### config.mk
export PLATFORM = sky130hd
export DESIGN_NAME = rt_cmd_arbiter
export DESIGN_NICKNAME = d
export VERILOG_FILES = /design/src/rtl/rt_arb_pkg.sv /design/src/rtl/rt_resp_ctrl.sv /design/src/rtl/rt_resp_dp.sv /design/src/rtl/rt_cmd_arbiter.sv
export SDC_FILE = /design/constraint.sdc
export NUM_CORES = 1
export LEC_CHECK = 0
export ABC_AREA = 0
export ABC_CLOCK_PERIOD_IN_PS = 2100
export BUFFER_PORTS_ARGS = -buffer_cell sky130_fd_sc_hd__buf_4
export CAP_MARGIN = 20
export CORE_MARGIN = 5
export CORE_UTILIZATION = 45
export DETAILED_ROUTE_END_ITERATION = 12
export PLACE_DENSITY = 0.77
export RECOVER_POWER = 100
export SLEW_MARGIN = 20
export SYNTH_ARGS = -nofsm -noshare
export SYNTH_HDL_FRONTEND = slang
export SYNTH_SLANG_ARGS = --single-unit
### constraint.sdc
create_clock -name clk -period 2.1 [get_ports clk]
set_input_delay 0.42 -clock clk [delete_from_list [all_inputs] [get_ports clk]]
set_output_delay 0.42 -clock clk [all_outputs]
set_load 0.03 [all_outputs]
### src/rtl/rt_arb_pkg.sv
package rt_arb_pkg;

  typedef enum logic [2:0] {
    CLS_DROP,
    CLS_FOREIGN,
    CLS_BC_OFF,
    CLS_PAR_FAULT,
    CLS_MODE,
    CLS_BC_TX,
    CLS_ILLEGAL,
    CLS_NORMAL
  } cmd_class_e;

  typedef struct packed {
    logic load;
    logic finish;
    logic parPulse;
    logic bcast;
    logic tx;
    logic illegal;
    logic bcTx;
  } ctrl_strobe_t;

endpackage

### src/rtl/rt_resp_ctrl.sv
module rt_resp_ctrl
  import rt_arb_pkg::*;
#(
  parameter int ADDR_W = 5,
  parameter int SA_W   = 5
) (
  input  logic                     clk,
  input  logic                     rst_n,
  input  logic                     cmdStrobe,
  input  logic                     cmdErr,
  input  logic [ADDR_W+SA_W:0]     cmdHead,
  input  logic [ADDR_W-1:0]        ownAddr,
  input  logic                     ownAddrPar,
  input  logic                     bcastInvalid,
  input  logic                     illegalEn,
  input  logic                     illegalBit,
  input  logic                     msgDone,
  output ctrl_strobe_t             strobe,
  output logic                     busy
);

  localparam int HEAD_W = ADDR_W + SA_W + 1;
  localparam logic [ADDR_W-1:0] BCAST_ADDR = {ADDR_W{1'b1}};
  localparam logic [SA_W-1:0]   SA_MODE_LO = '0;
  localparam logic [SA_W-1:0]   SA_MODE_HI = {SA_W{1'b1}};

  logic [ADDR_W-1:0] cmdAddr;
  logic [SA_W-1:0]   cmdSa;
  logic              cmdTx;
  logic              toOwn;
  logic              toBcast;
  logic              addrParOk;
  logic              accept;
  cmd_class_e        cls;

  assign cmdAddr   = cmdHead[HEAD_W-1 -: ADDR_W];
  assign cmdTx     = cmdHead[SA_W];
  assign cmdSa     = cmdHead[SA_W-1:0];
  assign toBcast   = (cmdAddr == BCAST_ADDR);
  assign toOwn     = (cmdAddr == ownAddr) && !toBcast;
  assign addrParOk = ^{ownAddr, ownAddrPar};

  always_comb begin
    if (cmdErr)                                  cls = CLS_DROP;
    else if (!toOwn && !toBcast)                 cls = CLS_FOREIGN;
    else if (toBcast && bcastInvalid)            cls = CLS_BC_OFF;
    else if (!addrParOk)                         cls = CLS_PAR_FAULT;
    else if (cmdSa == SA_MODE_LO || cmdSa == SA_MODE_HI) cls = CLS_MODE;
    else if (toBcast && cmdTx)                   cls = CLS_BC_TX;
    else if (illegalEn && illegalBit)            cls = CLS_ILLEGAL;
    else                                         cls = CLS_NORMAL;
  end

  assign accept = cmdStrobe && !busy;

  always_comb begin
    strobe.load     = accept && (cls == CLS_BC_TX || cls == CLS_ILLEGAL || cls == CLS_NORMAL);
    strobe.parPulse = accept && (cls == CLS_PAR_FAULT);
    strobe.finish   = busy && msgDone;
    strobe.bcast    = toBcast;
    strobe.tx       = cmdTx;
    strobe.illegal  = (cls == CLS_ILLEGAL);
    strobe.bcTx     = (cls == CLS_BC_TX);
  end

  always_ff @(posedge clk or negedge rst_n) begin
    if (!rst_n)             busy <= 1'b0;
    else if (strobe.load)   busy <= 1'b1;
    else if (strobe.finish) busy <= 1'b0;
  end

  // an errored word never opens a message
  assert_drop_quiet_R1: assert property (@(posedge clk) disable iff (!rst_n)
    (cmdStrobe && cmdErr && !busy) |=> !busy);

  // a message stays open until done
  assert_hold_open_R11: assert property (@(posedge clk) disable iff (!rst_n)
    (busy && !msgDone) |=> busy);

  // done closes the message
  assert_done_closes_R11: assert property (@(posedge clk) disable iff (!rst_n)
    (busy && msgDone) |=> !busy);

  // parity fault never opens a message
  assert_par_no_msg_R4: assert property (@(posedge clk) disable iff (!rst_n)
    strobe.parPulse |=> !busy);

endmodule

### src/rtl/rt_resp_dp.sv
module rt_resp_dp
  import rt_arb_pkg::*;
(
  input  logic         clk,
  input  logic         rst_n,
  input  ctrl_strobe_t strobe,
  input  logic         busId,
  input  logic         rtRt,
  input  logic         idxZero,
  input  logic         ieBcast,
  input  logic         ieIdxZero,
  output logic         respond,
  output logic         sendData,
  output logic         stMsgErr,
  output logic         stBcastRcvd,
  output logic         descSetAccess,
  output logic         descToggle,
  output logic         descSetBcast,
  output logic         descClrBcast,
  output logic         infoWrite,
  output logic         infoMsgErr,
  output logic         infoIllegal,
  output logic         infoBusId,
  output logic         infoRtRt,
  output logic         bufCommit,
  output logic         irqAddrParity,
  output logic         irqWordAccess,
  output logic         irqBcastRcvd,
  output logic         irqIdxZero,
  output logic         irqIllegal
);

  logic illHeld, rxHeld, busHeld, rtHeld;
  logic fin;

  assign fin = strobe.finish;

  // held decisions
  always_ff @(posedge clk or negedge rst_n) begin
    if (!rst_n) begin
      respond     <= 1'b0;
      sendData    <= 1'b0;
      stMsgErr    <= 1'b0;
      stBcastRcvd <= 1'b0;
      illHeld     <= 1'b0;
      rxHeld      <= 1'b0;
      busHeld     <= 1'b0;
      rtHeld      <= 1'b0;
    end else if (strobe.load) begin
      respond     <= !strobe.bcast;
      sendData    <= !strobe.bcast && strobe.tx && !strobe.illegal;
      stMsgErr    <= strobe.illegal || strobe.bcTx;
      stBcastRcvd <= strobe.bcast;
      illHeld     <= strobe.illegal;
      rxHeld      <= !strobe.tx;
      busHeld     <= busId;
      rtHeld      <= rtRt;
    end else if (fin) begin
      respond     <= 1'b0;
      sendData    <= 1'b0;
      stMsgErr    <= 1'b0;
      stBcastRcvd <= 1'b0;
      illHeld     <= 1'b0;
      rxHeld      <= 1'b0;
      busHeld     <= 1'b0;
      rtHeld      <= 1'b0;
    end
  end

  // completion pulses
  always_ff @(posedge clk or negedge rst_n) begin
    if (!rst_n) begin
      descSetAccess <= 1'b0;
      descToggle    <= 1'b0;
      descSetBcast  <= 1'b0;
      descClrBcast  <= 1'b0;
      infoWrite     <= 1'b0;
      infoMsgErr    <= 1'b0;
      infoIllegal   <= 1'b0;
      infoBusId     <= 1'b0;
      infoRtRt      <= 1'b0;
      bufCommit     <= 1'b0;
      irqAddrParity <= 1'b0;
      irqWordAccess <= 1'b0;
      irqBcastRcvd  <= 1'b0;
      irqIdxZero    <= 1'b0;
      irqIllegal    <= 1'b0;
    end else begin
      descSetAccess <= fin;
      descToggle    <= fin;
      descSetBcast  <= fin && stBcastRcvd;
      descClrBcast  <= fin && !stBcastRcvd;
      infoWrite     <= fin;
      infoMsgErr    <= fin && stMsgErr;
      infoIllegal   <= fin && illHeld;
      infoBusId     <= fin && busHeld;
      infoRtRt      <= fin && rtHeld;
      bufCommit     <= fin && rxHeld && !illHeld;
      irqAddrParity <= strobe.parPulse;
      irqWordAccess <= fin;
      irqBcastRcvd  <= fin && stBcastRcvd && !illHeld && ieBcast;
      irqIdxZero    <= fin && !illHeld && ieIdxZero && idxZero;
      irqIllegal    <= fin && illHeld;
    end
  end

  // data only follows a status word
  assert_data_needs_status_R6: assert property (@(posedge clk) disable iff (!rst_n)
    sendData |-> respond);

  // illegal always carries message error in the info word
  assert_ilcmd_has_merr_R7: assert property (@(posedge clk) disable iff (!rst_n)
    infoIllegal |-> infoMsgErr);

  // broadcast is never answered
  assert_bcast_silent_R5: assert property (@(posedge clk) disable iff (!rst_n)
    stBcastRcvd |-> !respond);

  // one toggle per message
  assert_toggle_single_R11: assert property (@(posedge clk) disable iff (!rst_n)
    descToggle |=> !descToggle);

  // parity fault interrupt comes with no response
  assert_par_no_resp_R4: assert property (@(posedge clk) disable iff (!rst_n)
    irqAddrParity |-> (!respond && !stMsgErr));

  // broadcast set and clear are exclusive
  assert_bcast_strobe_excl_R9: assert property (@(posedge clk) disable iff (!rst_n)
    !(descSetBcast && descClrBcast));

endmodule

### src/rtl/rt_cmd_arbiter.sv
module rt_cmd_arbiter
  import rt_arb_pkg::*;
#(
  parameter int ADDR_W = 5,
  parameter int SA_W   = 5
) (
  input  logic                 clk,
  input  logic                 rst_n,
  input  logic                 cmdStrobe,
  input  logic                 cmdErr,
  input  logic [ADDR_W+SA_W:0] cmdHead,
  input  logic [ADDR_W-1:0]    ownAddr,
  input  logic                 ownAddrPar,
  input  logic                 bcastInvalid,
  input  logic                 illegalEn,
  input  logic                 illegalBit,
  input  logic                 busId,
  input  logic                 rtRt,
  input  logic                 idxZero,
  input  logic                 ieBcast,
  input  logic                 ieIdxZero,
  input  logic                 msgDone,
  output logic                 msgActive,
  output logic                 respond,
  output logic                 sendData,
  output logic                 stMsgErr,
  output logic                 stBcastRcvd,
  output logic                 descSetAccess,
  output logic                 descToggle,
  output logic                 descSetBcast,
  output logic                 descClrBcast,
  output logic                 infoWrite,
  output logic                 infoMsgErr,
  output logic                 infoIllegal,
  output logic                 infoBusId,
  output logic                 infoRtRt,
  output logic                 bufCommit,
  output logic                 irqAddrParity,
  output logic                 irqWordAccess,
  output logic                 irqBcastRcvd,
  output logic                 irqIdxZero,
  output logic                 irqIllegal
);

  ctrl_strobe_t strobe;

  rt_resp_ctrl #(.ADDR_W(ADDR_W), .SA_W(SA_W)) u_ctrl (
    .clk(clk), .rst_n(rst_n),
    .cmdStrobe(cmdStrobe), .cmdErr(cmdErr), .cmdHead(cmdHead),
    .ownAddr(ownAddr), .ownAddrPar(ownAddrPar),
    .bcastInvalid(bcastInvalid), .illegalEn(illegalEn), .illegalBit(illegalBit),
    .msgDone(msgDone), .strobe(strobe), .busy(msgActive)
  );

  rt_resp_dp u_dp (
    .clk(clk), .rst_n(rst_n), .strobe(strobe),
    .busId(busId), .rtRt(rtRt), .idxZero(idxZero),
    .ieBcast(ieBcast), .ieIdxZero(ieIdxZero),
    .respond(respond), .sendData(sendData),
    .stMsgErr(stMsgErr), .stBcastRcvd(stBcastRcvd),
    .descSetAccess(descSetAccess), .descToggle(descToggle),
    .descSetBcast(descSetBcast), .descClrBcast(descClrBcast),
    .infoWrite(infoWrite), .infoMsgErr(infoMsgErr), .infoIllegal(infoIllegal),
    .infoBusId(infoBusId), .infoRtRt(infoRtRt), .bufCommit(bufCommit),
    .irqAddrParity(irqAddrParity), .irqWordAccess(irqWordAccess),
    .irqBcastRcvd(irqBcastRcvd), .irqIdxZero(irqIdxZero), .irqIllegal(irqIllegal)
  );

endmodule

==> out/metrics.sh, run 1 <==
RUN_STATUS='complete, no violations'
TIMING.CRITICAL_PATH.DEPTH=2
STARTING_DENSITY_OF_THE_CORE=0.4695
CTS_BUFFERS=3
GRT_MAX_DEGREE=21
CRIT_PATH_CELL_TRACE='clkbuf_1, clkbuf_1'
DIE_H_UM=58.04
HOLDCRITPATHCLASS='in -> reg'
STARTPOINT='u_ctrl.busy'
POST-ROUTE-MIN-PERIOD_PS=1731
IOPINCOUNT=50
NETSWITCHINGPOWER_mW=0.2545
TIMING.CRITICAL_PATH.FROM_TYPE='register'
ROWS=17
AREA.GROWTH.SYNTH_TO_FINAL_PCT=34.34
P_TOTAL_mW=0.9518
POST_SYNTH_NUM_CELL_TYPES=33
LAYOUT.FILLER_CELLS=215
CAP_VIOLATIONS=0
PWR_DENSITY_CELL_nW_PER_UM2=682.3
GLOBAL_ROUTE_TOTAL_USAGE_ACROSS_EVERY_LAYER=0.1594
MOSTFREQUENTLAYOUTCELL='buf_4'
CORE_AREA_UM2=2212
POWER.SHARE.SWITCHING=0.2674
FINAL_NET_COUNT=178
DIEWIDTH_UM=58.04
UNREPAIRED_SETUP_ENDPOINTS_AFTER_GLOBAL_ROUTING='false'
CTSLONGESTPATHBUFFERS=2
GPL.FINAL_WEIGHTED_CONGESTION=0.9449
TIMING.CRITICAL_PATH.MAX_DELAY_FAMILY='buffers and inverters'
SHARE_OF_CELLS_ABOVE_DRIVE_STRENGTH_1=0.2449
FINALCLOCKSKEW_PS=13.22
HTREE_LEVELS=1
WORSTHOLDPATHCELLS=2
CRIT_BUF_INV=2
POSTCTSSETUPREPAIRBUFS=0
HOLD_SLACK_PS=312.2
PATH_COMMON_CELL='clkbuf_1'
WORST_SETUP_PATH_ENDPOINT='msgActive'
WORST_R2R_SRC='u_ctrl.busy'
CRIT-REG2REG-CAPTURE='u_dp.illHeld'
CRITPATHKIND='reg -> out'
SETUP_VIOL_COUNT_FINAL=0
SHARE_OF_POWER_BURNED_IN_THE_CLOCK_NETWORK=0.331
YS_SEQ_AREA_FRAC=0.4819
SYNTH_CELLS=97
DETAILEDROUTE.FIRSTITERATIONVIOLATIONS=8
LAYOUT.CELLS.NON_FILLER=175
REPORT.FINAL.HOLD_VIOL_COUNT=0
INSERTION_DELAY_PS=310
CP_MAX_FO=9
AVGSYNTHCELLAREA_UM2=10.71
ROUTE.DETAILED.WL_PER_INST_UM=13.59
COMBPWRFRAC=0.215
CTS_ROOT_BUFFER='clkbuf_4'
SYNTH-SEQ-CELLS=20
MAX-SLEW-MARGIN-REL=0.3085
CELLINTERNALPOWER_mW=0.6973
SHARE_SEQ_OF_TOTAL_POWER=0.454
CTS.SINK_COUNT=20
CAPTURING_ELEMENT_TYPE_OF_THE_CRITICAL_PATH='primary output'
FINAL.PERIOD_UTILIZATION=0.8245
NUMPLACEDINSTANCES=170
FIN_TNS_SETUP_PS=0
FP.DIEAREA_UM2=3369
REPORT.FINAL.SLEW_VIOL_COUNT=0
FIRST_GLOBAL_VIAS=952
NUMBER_OF_ANTENNA_VIOLATIONS_AT_THE_FIRST_CHECK_IN_GLOBAL_ROUTING=0
FIRST_PASS_GRT_WIRE_LENGTH_UM=4133
WORST_HOLD_STARTPOINT='cmdHead[5]'
SYN_AREA_UM2=1038
INSERTEDDIODECOUNT=0
FMAX_ACHIEVED_MHz=577.6
REG2REGPATHDEPTH=5
CPPEAKSTAGEDELAY_PS=360
DRCVIOLATIONCOUNT=0
VDD_IR_DROP_MAX_uV=364.8
CTS_TREE='built'
DRT_PRE_ANTENNA_ITERS=4
DETAIL_ROUTE.VIAS_PER_CELL=5.080
WORST-ENDPOINT-REQUIRED_PS=1680
ARRIVAL_PS=1310
MEASURED_SLEW_AT_THE_WORST_SLEW_CHECK_PIN_PS=1037
GR-TOTAL-OVERFLOW=0
MOSTFREQUENTLAYOUTCELLS='28 x buf_4, 23 x clkbuf_1, 20 x dfrtp_1'
FLOP2FLOP_SETUP_SLACK_PS=380
CLK_PIN_SLEW_WORST_PATHS_PS=100
ROUTED-VIA-COUNT=889
DETAIL-ROUTE-ANTENNA-NETS=0
CRIT_PATH_TOP_DELAY_CELL='dfrtp_1'
WIRELENGTH_UM=2379
DP_HPWL_UM=2009
MAPPEDNETLISTNETS=127
IO_BUFFER_COUNT=49
P_LEAK_nW=0.7300
YOSYSWARNINGS=0
layer usage:
layer  share of wire  wire length, um  vias to the layer above  global-route usage
li1                -                -                      442                   -
met1            0.37              886                      405              0.1755
met2            0.52             1233                       37              0.2855
met3           0.086              204                        5             0.03563
met4           0.023               55                        0             0.07947
met5               0                0                        -                   0
worst reg2reg max path: cells and delay by family (launching register included):
| kind | cells | cell delay [ps] |
|---|---|---|
| compound gates | 2 | 480 |
| flops | 1 | 390 |
| simple gates | 3 | 770 |
flip-flops by register name, summed over array words and instances (netlist names):
register            cells
u_dp.respond            1
u_dp.infoRtRt           1
u_dp.rtHeld             1
u_dp.busHeld            1
u_dp.sendData           1
u_dp.stMsgErr           1
u_dp.rxHeld             1
u_dp.irqIdxZero         1
u_dp.irqBcastRcvd       1
u_dp.infoBusId          1
u_ctrl.busy             1
u_dp.descSetAccess      1
u_dp.infoMsgErr         1
u_dp.descClrBcast       1
u_dp.irqAddrParity      1
u_dp.stBcastRcvd        1
u_dp.bufCommit          1
u_dp.infoIllegal        1
u_dp.illHeld            1
u_dp.descSetBcast       1
layout make-up:
cell class	count	area, um^2	share of cell area
inverters	5	18.77	0.01345
repair buffers	52	306.5	0.2197
clock buffers	3	22.52	0.01614
flip-flops and latches	20	500.5	0.3587
clock inverters	1	30.03	0.02152
well taps	28	35.03	0.02511
multi-input cells	66	481.7	0.3453
through the flow:
stage                     utilization  cell area, um^2  setup slack (ps)
final                          0.6307             1395             368.6
after global routing           0.6307             1395             271.8
after CTS                      0.6697             1481             371.5
after detailed placement       0.6414             1419             181.2
after global placement         0.6414             1419             208.3
after floorplan                     -             1039             245.3
worst min-delay path by stage:
stage	end	slack [ps]
detailed placement	u_dp.irqIdxZero	310
global route	u_dp.rxHeld	290
finish	u_dp.rxHeld	310
global placement	u_dp.irqIdxZero	310
CTS	u_dp.rxHeld	300
floorplan	u_ctrl.busy	120
Yosys cell counts:
library cell	instances	share of area
clkbuf_1	2	0.0072
a31o_1	1	0.0084
nor4_1	2	0.012
xnor2_1	3	0.025
or3b_1	1	0.0084
and2_1	1	0.0060
o21ai_0	1	0.0048
and4_1	1	0.0084
nand3_4	1	0.017
inv_1	5	0.018
and3_1	7	0.042
a31oi_1	2	0.012
xnor3_2	1	0.023
nor2b_1	1	0.0060
nand2_1	11	0.040
a32o_1	1	0.0096
o211a_1	1	0.0096
mux2i_4	1	0.022
buf_4	4	0.029
o31ai_1	1	0.0072
nor4_2	1	0.012
dfrtp_1	20	0.48
nand4_1	1	0.0060
nor3_1	4	0.019
xor2_1	5	0.042
nor2_1	6	0.022
and4bb_1	1	0.012
or3_1	1	0.0060
o21a_1	1	0.0072
o211ai_1	1	0.0072
mux2i_1	6	0.058
nand3_1	1	0.0048
or2_0	1	0.0060
power by group through the flow:
stage	Clock [mW]	Sequential, mW	Combinational (mW)
finish	0.315	0.432	0.205
global route	0.339	0.437	0.227
CTS	0.322	0.433	0.224
detailed placement	0	0.441	0.222
global placement	0	0.438	0.219
floorplan	0	0.469	0.0871
logic make-up after synthesis:
| group | Yosys count | share of synthesized area |
|---|---|---|
| multiplexers | 7 | 0.07952 |
| flip-flops | 20 | 0.4819 |
| XOR/XNOR | 9 | 0.09036 |
| buffers and inverters | 11 | 0.05422 |
| AO/OA/AOI/OAI | 9 | 0.06627 |
| AND/OR/NAND/NOR | 41 | 0.2277 |
timing repair:
| action | CTS | global route |
|---|---|---|
| hold buffers | 1 | 0 |
| gates resized for setup | 0 | 0 |
| endpoints found under the hold margin | 20 | 0 |
(Power assumes the default switching activity.)
==> run 2, diff against run 1 <==
- ABC_AREA: 0 -> 1
- ABC_CLOCK_PERIOD_IN_PS: 2100 -> 1800
- CORE_UTILIZATION: 45 -> 46
- clock period: 2.1 -> 1.8 ns (I/O delays scaled with it)
==> out/metrics.sh, run 2 <==
SYNTH_CELLS=159  # +64%
FINAL_NET_COUNT=238  # +34%
CTS_TREE='built'
DETAILEDROUTE.FIRSTITERATIONVIOLATIONS=22  # +14
GR-TOTAL-OVERFLOW=0  # unchanged
POST_SYNTH_ADDER_CELL_AREA=0  # unchanged
POST_SYNTH_NUM_CELL_TYPES=21  # -36%
TIMING.CRITICAL_PATH.FROM_TYPE='input pin'
ROUTE.DETAILED.WL_PER_INST_UM=10.47  # -23%
DETAIL_ROUTE.VIAS_PER_CELL=4.591  # -9.6%
CTS_BUFFERS=3  # unchanged
CTS_ROOT_BUFFER='clkbuf_4'
UNREPAIRED_SETUP_ENDPOINTS_AFTER_GLOBAL_ROUTING='false'
SHARE_OF_CELLS_ABOVE_DRIVE_STRENGTH_1=0.1981  # -0.04683
SYNTH-SEQ-CELLS=20  # unchanged
FLOP2FLOP_SETUP_SLACK_PS=450  # +70 ps
CRITPATHKIND='in -> reg'
FP.DIEAREA_UM2=3577  # +6.2%
TIMING.CRITICAL_PATH.MAX_DELAY_FAMILY='simple AND/OR/NAND/NOR gates'
DRT_PRE_ANTENNA_ITERS=3  # -1
GPL.FINAL_WEIGHTED_CONGESTION=0.7130  # -25%
REPORT.FINAL.HOLD_VIOL_COUNT=0  # unchanged
CTSLONGESTPATHBUFFERS=2  # unchanged
HTREE_LEVELS=1  # unchanged
CELLINTERNALPOWER_mW=0.7254  # +4.0%
SHARE_SEQ_OF_TOTAL_POWER=0.495  # +0.041
AREA.GROWTH.SYNTH_TO_FINAL_PCT=27.85
CP_MAX_FO=11  # +2
FINAL.PERIOD_UTILIZATION=0.8206
SYNTH_AREA_LEADERS='dfrtp_1 44%, nand2_1 13%, inv_1 8.9%'
RUN_STATUS='complete, no violations'
NETLIST.AREA_LEADER.SHARE=0.4386  # -0.04333
SYNTH_TOP_CELLS_BY_COUNT='41 x nand2_1, 27 x inv_1, 25 x nor2_1'
STARTING_DENSITY_OF_THE_CORE=0.4691  # about the same
NETSWITCHINGPOWER_mW=0.3423  # +34%
XOR_XNOR_SHARE_OF_THE_SYNTHESIZED_AREA=0.01535  # -0.07501
SYN_AREA_UM2=1141  # +9.9%
WIRELENGTH_UM=2481  # +4.3%
FINALCLOCKSKEW_PS=2.161  # -11.06 ps
HOLDCRITPATHCLASS='in -> reg'
YOSYSWARNINGS=0  # unchanged
FIRST_PASS_GRT_WIRE_LENGTH_UM=4064  # -1.7%
POSTSYNTH.TOPFLOPCELL='dfrtp_1'
MUX_SHARE_OF_POST_SYNTHESIS_CELL_AREA=0  # -0.07952
POST-PLACE-WS_PS=13.72  # -167.5 ps
VDD_IR_DROP_MAX_uV=395.0  # +8.3%
POWER.SHARE.SWITCHING=0.3206  # +0.05316
MOSTFREQUENTLAYOUTCELLS='42 x nand2_1, 28 x inv_1, 28 x buf_4'
YOSYSTOPAREACELL='dfrtp_1'
CAP_VIOLATIONS=0  # unchanged
MAX-SLEW-MARGIN-REL=0.3359  # +0.02748
DP_HPWL_UM=2109  # +4.9%
MAPPEDNETLISTNETS=189  # +49%
GLOBAL_ROUTE_TOTAL_USAGE_ACROSS_EVERY_LAYER=0.1486  # -0.01082
SYNTH_COMPOUND_GATE_AREA_SHARE=0.04386  # -0.02241
GRT_MAX_DEGREE=21  # unchanged
POST-ROUTE-MIN-PERIOD_PS=1477
INSERTEDDIODECOUNT=0  # unchanged
ASYNC_FLOP_SHARE=1.000  # unchanged
FIN_TNS_SETUP_PS=0  # unchanged
CTS.SINK_COUNT=20  # unchanged
CRIT_PATH_TOP_DELAY_CELL='nor3_4'
NUMBER_OF_ANTENNA_VIOLATIONS_AT_THE_FIRST_CHECK_IN_GLOBAL_ROUTING=0  # unchanged
FMAX_ACHIEVED_MHz=677.0
COMBPWRFRAC=0.271  # +0.056
AVGSYNTHCELLAREA_UM2=7.177  # -33%
FIRST_GLOBAL_VIAS=1017  # +6.8%
SETUP_VIOL_COUNT_FINAL=0  # unchanged
YS_SEQ_AREA_FRAC=0.4386  # -0.04333
SYNTH_SIMPLE_GATE_AREA_SHARE=0.3607  # +0.1330
DIE_H_UM=59.81  # +3.0%
DETAIL-ROUTE-ANTENNA-NETS=0  # unchanged
MAIN_COMBINATIONAL_CELL_FAMILY_BY_AREA_AFTER_SYNTHESIS='simple AND/OR/NAND/NOR gates'
INSERTION_DELAY_PS=300  # about the same
MEASURED_SLEW_AT_THE_WORST_SLEW_CHECK_PIN_PS=996.1  # -41.22 ps
CRIT_BUF_INV=1  # -1
CPPEAKSTAGEDELAY_PS=210  # -150 ps
PWR_DENSITY_CELL_nW_PER_UM2=731.8  # +7.3%
DRCVIOLATIONCOUNT=0  # unchanged
ARRIVAL_PS=1660  # +350 ps
SHARE_OF_POWER_BURNED_IN_THE_CLOCK_NETWORK=0.234  # -0.097
REPORT.FINAL.SLEW_VIOL_COUNT=0  # unchanged
ROUTED-VIA-COUNT=1088  # +22%
POSTCTSSETUPREPAIRBUFS=0  # unchanged
WORST-ENDPOINT-REQUIRED_PS=1980  # +300 ps
P_LEAK_nW=0.8302  # +14%
IO_BUFFER_COUNT=49  # unchanged
DIEWIDTH_UM=59.81  # +3.0%
CORE_AREA_UM2=2432  # +10%
CRIT_PATH_CELL_TRACE='buf_4, nor2_1, nor2_1, nor2_1, nand3_1, nand2_2, nand2_1, nor3_4, nand2_2, nand3_1, o21ai_0'
PATH_COMMON_CELL='nor2_1'
SYNTHMOSTINSTANTIATEDCELL='nand2_1'
ROWS=18  # +1
SYNTH_ENABLE_FLOP_CELLS=0  # unchanged
IOPINCOUNT=50  # unchanged
CLK_PIN_SLEW_WORST_PATHS_PS=100  # about the same
FINAL.SETUP.WORST_SLACK_PS=322.9  # -45.71 ps
CAPTURING_ELEMENT_TYPE_OF_THE_CRITICAL_PATH='register'
MOSTFREQUENTLAYOUTCELL='nand2_1'
==> run 2: cell types whose count changed in the layout (fill, tap and decap cells not counted), moves of 4 or more <==
cell,change
nand2_1,+31
mux2i_1,-6
nand3_1,+14
o21ai_0,+4
nor2_1,+19
xor2_1,-5
inv_1,+23
nor3_1,-4
and3_1,-7
nand2_2,+4
==> run 2: power by group through the flow <==
stage	combinational, mW	sequential [mW]	clock, mW
after floorplan	0.126	0.589	0
after global placement	0.315	0.536	0
after detailed placement	0.324	0.538	0
after CTS	0.327	0.528	0.259
after global routing	0.329	0.533	0.276
final	0.289	0.528	0.250
==> run 2: final timing paths <==
| path | startpoint | to | depth (start not counted) |
|---|---|---|---|
| max | ownAddr[0] | u_dp.stMsgErr | 11 |
| min | msgDone | u_ctrl.busy | 2 |
| max reg2reg | u_ctrl.busy | u_dp.stMsgErr | 6 |
| min reg2reg | u_dp.stBcastRcvd | u_dp.descClrBcast | 1 |
| max in group asynchronous | rst_n | u_dp.rxHeld | 2 |
| min in group asynchronous | rst_n | u_dp.infoMsgErr | 2 |
==> run 2: worst reg2reg max path, stage by stage (launching register included) <==
cell	delay, ps
dfrtp_1	420
inv_1	80
nand2_1	100
nor3_4	260
nand2_2	180
nand3_1	110
o21ai_0	100
==> run 2: metrics by stage <==
step / hold WS (ps) / power, mW / instances / instance area [um^2] / util
6_report: 279.7 / 1.068 / 237 / 1459 / 0.5998
4_1_cts: 243.7 / 1.115 / 237 / 1548 / 0.6363
2_1_floorplan: 64.41 / 0.7160 / 159 / 1141 / -
3_3_place_gp: 242.6 / 0.8505 / 232 / 1501 / 0.6173
5_1_grt: 271.6 / 1.138 / 237 / 1459 / 0.5998
3_5_place_dp: 249.1 / 0.8621 / 232 / 1501 / 0.6173
==> run 2: timing repair <==
action / in CTS / in global routing
endpoints found under the hold margin: 20 / 0
resized for setup: 0 / 0
hold buffers: 1 / 0
==> run 2: cell families (layout without fill, tap and decap cells) <==
kind of cell | count (synthesis) | after routing
buf+inv | 37 | 85
flops | 20 | 20
compound gates | 7 | 7
simple gates | 93 | 93
xor+xnor | 2 | 2
==> run 2: layout make-up <==
class	count	area (um^2)
inverters	31	116.4
well taps	30	37.54
clock buffers	4	36.28
multi-input cells	102	469.2
fillers	250	973.4
flip-flops and latches	20	500.5
repair buffers	50	299.0
==> run 2: per-layer routing <==
| layer | global-route usage | part of all wire |
|---|---|---|
| met5 | 0 | 0 |
| met4 | 0.06646 | 0.023 |
| met3 | 0.01728 | 0.094 |
| met2 | 0.2731 | 0.49 |
| met1 | 0.1694 | 0.39 |
==> run 3, diff against run 2 <==
- ABC_CLOCK_PERIOD_IN_PS: 1800 -> 1520
- clock period: 1.8 -> 1.52 ns (I/O delays scaled with it)
==> out/metrics.sh, run 3 (synthesis gave the netlist of run 2 again) <==
RUN_STATUS='complete, no violations'
DETAIL_ROUTE.VIAS_PER_CELL=4.650  # +1.3%
WORST_R2R_SRC='u_ctrl.busy'
LAYOUT.CELLS.NON_FILLER=243  # +2.5%
IOPINCOUNT=50  # unchanged
CRITPATHKIND='in -> reg'
AREA.GROWTH.SYNTH_TO_FINAL_PCT=31.25
FIN_TNS_SETUP_PS=0  # unchanged
LAYOUT.FILLER_CELLS=249  # -0.40%
CAPTURING_ELEMENT_TYPE_OF_THE_CRITICAL_PATH='register'
HOLDCRITPATHCLASS='in -> reg'
DETAIL-ROUTE-ANTENNA-NETS=0  # unchanged
DRCVIOLATIONCOUNT=0  # unchanged
IO_BUFFER_COUNT=49  # unchanged
SETUP_VIOL_COUNT_FINAL=0  # unchanged
WORST_HOLD_STARTPOINT='msgDone'
CTSLONGESTPATHBUFFERS=2  # unchanged
FIRST_PASS_GRT_WIRE_LENGTH_UM=4402  # +8.3%
CTS.SINK_COUNT=20  # unchanged
MEASURED_SLEW_AT_THE_WORST_SLEW_CHECK_PIN_PS=499.9  # -496.2 ps
GPL.FINAL_WEIGHTED_CONGESTION=0.7243  # +1.6%
MIN_DELAY_WORST_ENDPOINT='u_ctrl.busy'
CTS_TREE='built'
CRIT-REG2REG-CAPTURE='u_dp.stMsgErr'
INSERTION_DELAY_PS=290  # about the same
FMAX_ACHIEVED_MHz=751.1
CELLINTERNALPOWER_mW=0.8114  # +12%
ROUTEDLENGTHMET1_UM=933  # -3.9%
TIMING.CRITICAL_PATH.FROM_TYPE='input pin'
MAX-SLEW-MARGIN-REL=0.6667  # +0.3308
NUMPLACEDINSTANCES=239  # +3.0%
TOP_LAYER_USED='met4'
MET3_WIRELENGTH_UM=247  # +5.6%
PLACEMENT.CELL_AREA_UM2=1554  # +3.5%
CAP_VIOLATIONS=0  # unchanged
INSERTEDDIODECOUNT=0  # unchanged
FINAL_AREA_UM2=1498  # +2.7%
CRIT_PATH_TOP_DELAY_CELL='nand2_2'
UNREPAIRED_SETUP_ENDPOINTS_AFTER_GLOBAL_ROUTING='false'
FP.DIEAREA_UM2=3577  # unchanged
CP_MAX_FO=11  # unchanged
REPORT.FINAL.HOLD_VIOL_COUNT=0  # unchanged
FINALCLOCKSKEW_PS=1.923  # -0.2377 ps
MOSTFREQUENTLAYOUTCELLS='41 x nand2_1, 33 x buf_4, 27 x inv_1'
FLOP2FLOP_SETUP_SLACK_PS=220  # -230 ps
NUMBER_OF_ANTENNA_VIOLATIONS_AT_THE_FIRST_CHECK_IN_GLOBAL_ROUTING=0  # unchanged
CLK_PIN_SLEW_WORST_PATHS_PS=100  # about the same
STARTING_DENSITY_OF_THE_CORE=0.4691  # unchanged
WORST-ENDPOINT-REQUIRED_PS=1690  # -290 ps
GR-TOTAL-OVERFLOW=0  # unchanged
WORSTHOLDPATHCELLS=2  # unchanged
WIRELENGTH_UM=2557  # +3.1%
REPORT.FINAL.SLEW_VIOL_COUNT=0  # unchanged
COMBPWRFRAC=0.294  # +0.023
PWR_DENSITY_CELL_nW_PER_UM2=808.4  # +10%
SHARE_OF_CELLS_ABOVE_DRIVE_STRENGTH_1=0.2300  # +0.03198
DIE_H_UM=59.81  # unchanged
SHARE_OF_POWER_BURNED_IN_THE_CLOCK_NETWORK=0.191  # -0.043
POST-ROUTE-MIN-PERIOD_PS=1331
CTS_BUFFERS=3  # unchanged
NETSWITCHINGPOWER_mW=0.3993  # +17%
FINAL.PERIOD_UTILIZATION=0.8760
ROUTED-WL-MET2_UM=1327  # +9.0%
CORE_AREA_UM2=2432  # unchanged
DRT_PRE_ANTENNA_ITERS=2  # -1
ROUTE.DETAILED.WL_PER_INST_UM=10.52  # +0.52%
HTREE_LEVELS=1  # unchanged
P_LEAK_nW=0.8539  # +2.9%
FINAL_NET_COUNT=245  # +2.9%
ARRIVAL_PS=1500  # -160 ps
FINAL.SETUP.WORST_SLACK_PS=188.5  # -134.4 ps
MOSTFREQUENTLAYOUTCELL='nand2_1'
GRT_MAX_DEGREE=21  # unchanged
DIEWIDTH_UM=59.81  # unchanged
CRIT_PATH_CELL_TRACE='buf_4, nor2_1, nor2_1, nor2_1, nand3_1, nand2_2, nand2_2, nor3_4, nand2_2, nand3_1, o21ai_0'
ROWS=18  # unchanged
POWER.SHARE.SWITCHING=0.3298  # +0.009229
DP_HPWL_UM=2259  # +7.1%
CTS_ROOT_BUFFER='clkbuf_4'
FIRST_GLOBAL_VIAS=1109  # +9.0%
SHARE_SEQ_OF_TOTAL_POWER=0.514  # +0.019
POST-PLACE-WS_PS=-145.5  # -159.2 ps
ROUTED-VIA-COUNT=1130  # +3.9%
GLOBAL_ROUTE_TOTAL_USAGE_ACROSS_EVERY_LAYER=0.1608  # +0.01219
REG2REGPATHDEPTH=6  # unchanged
VDD_IR_DROP_MAX_uV=469.7  # +19%
DETAILEDROUTE.FIRSTITERATIONVIOLATIONS=17  # -23%
CPPEAKSTAGEDELAY_PS=170  # -40 ps
[run 3: routing by layer]
layer,track usage,vias up
met2,0.3025,45
met1,0.1723,493
met3,0.02376,6
met4,0.07595,0
met5,0,-
li1,-,586
[run 3: worst max-delay path: cells and delay by family]
family / cells / cell delay [ps]
buf+inv: 1 / 130
compound gates: 1 / 90
simple gates: 9 / 970
[run 3: what timing repair did]
item	in CTS	in global routing
buffers inserted	0	0
hold endpoints to repair	20	0
hold buffers	1	0
gates resized for setup	0	0
[run 3: worst max-delay path by stage]
stage	from	endpoint	slack (ps)	cells after the start
CTS	ownAddr[0]	u_dp.stBcastRcvd	170	13
global placement	ownAddr[0]	u_dp.stBcastRcvd	-100	13
floorplan	cmdHead[8]	u_dp.stMsgErr	120	11
detailed placement	ownAddr[0]	u_dp.stBcastRcvd	-150	13
finish	ownAddr[0]	u_dp.stMsgErr	190	11
global route	ownAddr[1]	u_dp.stBcastRcvd	10	14
[run 3: through the flow]
step	hold WS [ps]	total power [mW]	util
after detailed placement	189.7	1.029	0.6389
after global placement	187.2	1.013	0.6389
final	206.2	1.211	0.6157
after floorplan	8.409	0.8478	-
after CTS	191.0	1.263	0.6523
after global routing	215.8	1.296	0.6157
[run 3: power groups by stage]
stage | sequential (mW) | combinational, mW | clock (mW)
2_1_floorplan | 0.698 | 0.150 | 0
3_3_place_gp | 0.634 | 0.378 | 0
3_5_place_dp | 0.634 | 0.395 | 0
4_1_cts | 0.623 | 0.400 | 0.240
5_1_grt | 0.629 | 0.400 | 0.266
6_report | 0.623 | 0.356 | 0.232
[run 3: cell type report]
type                    instances  area (um^2)  share of cell area
inverters                      31        116.4             0.07769
clock buffers                   3        22.52             0.01504
repair buffers                 57        349.1              0.2331
multi-input cells             102        471.7              0.3150
flip-flops and latches         20        500.5              0.3342
well taps                      30        37.54             0.02506
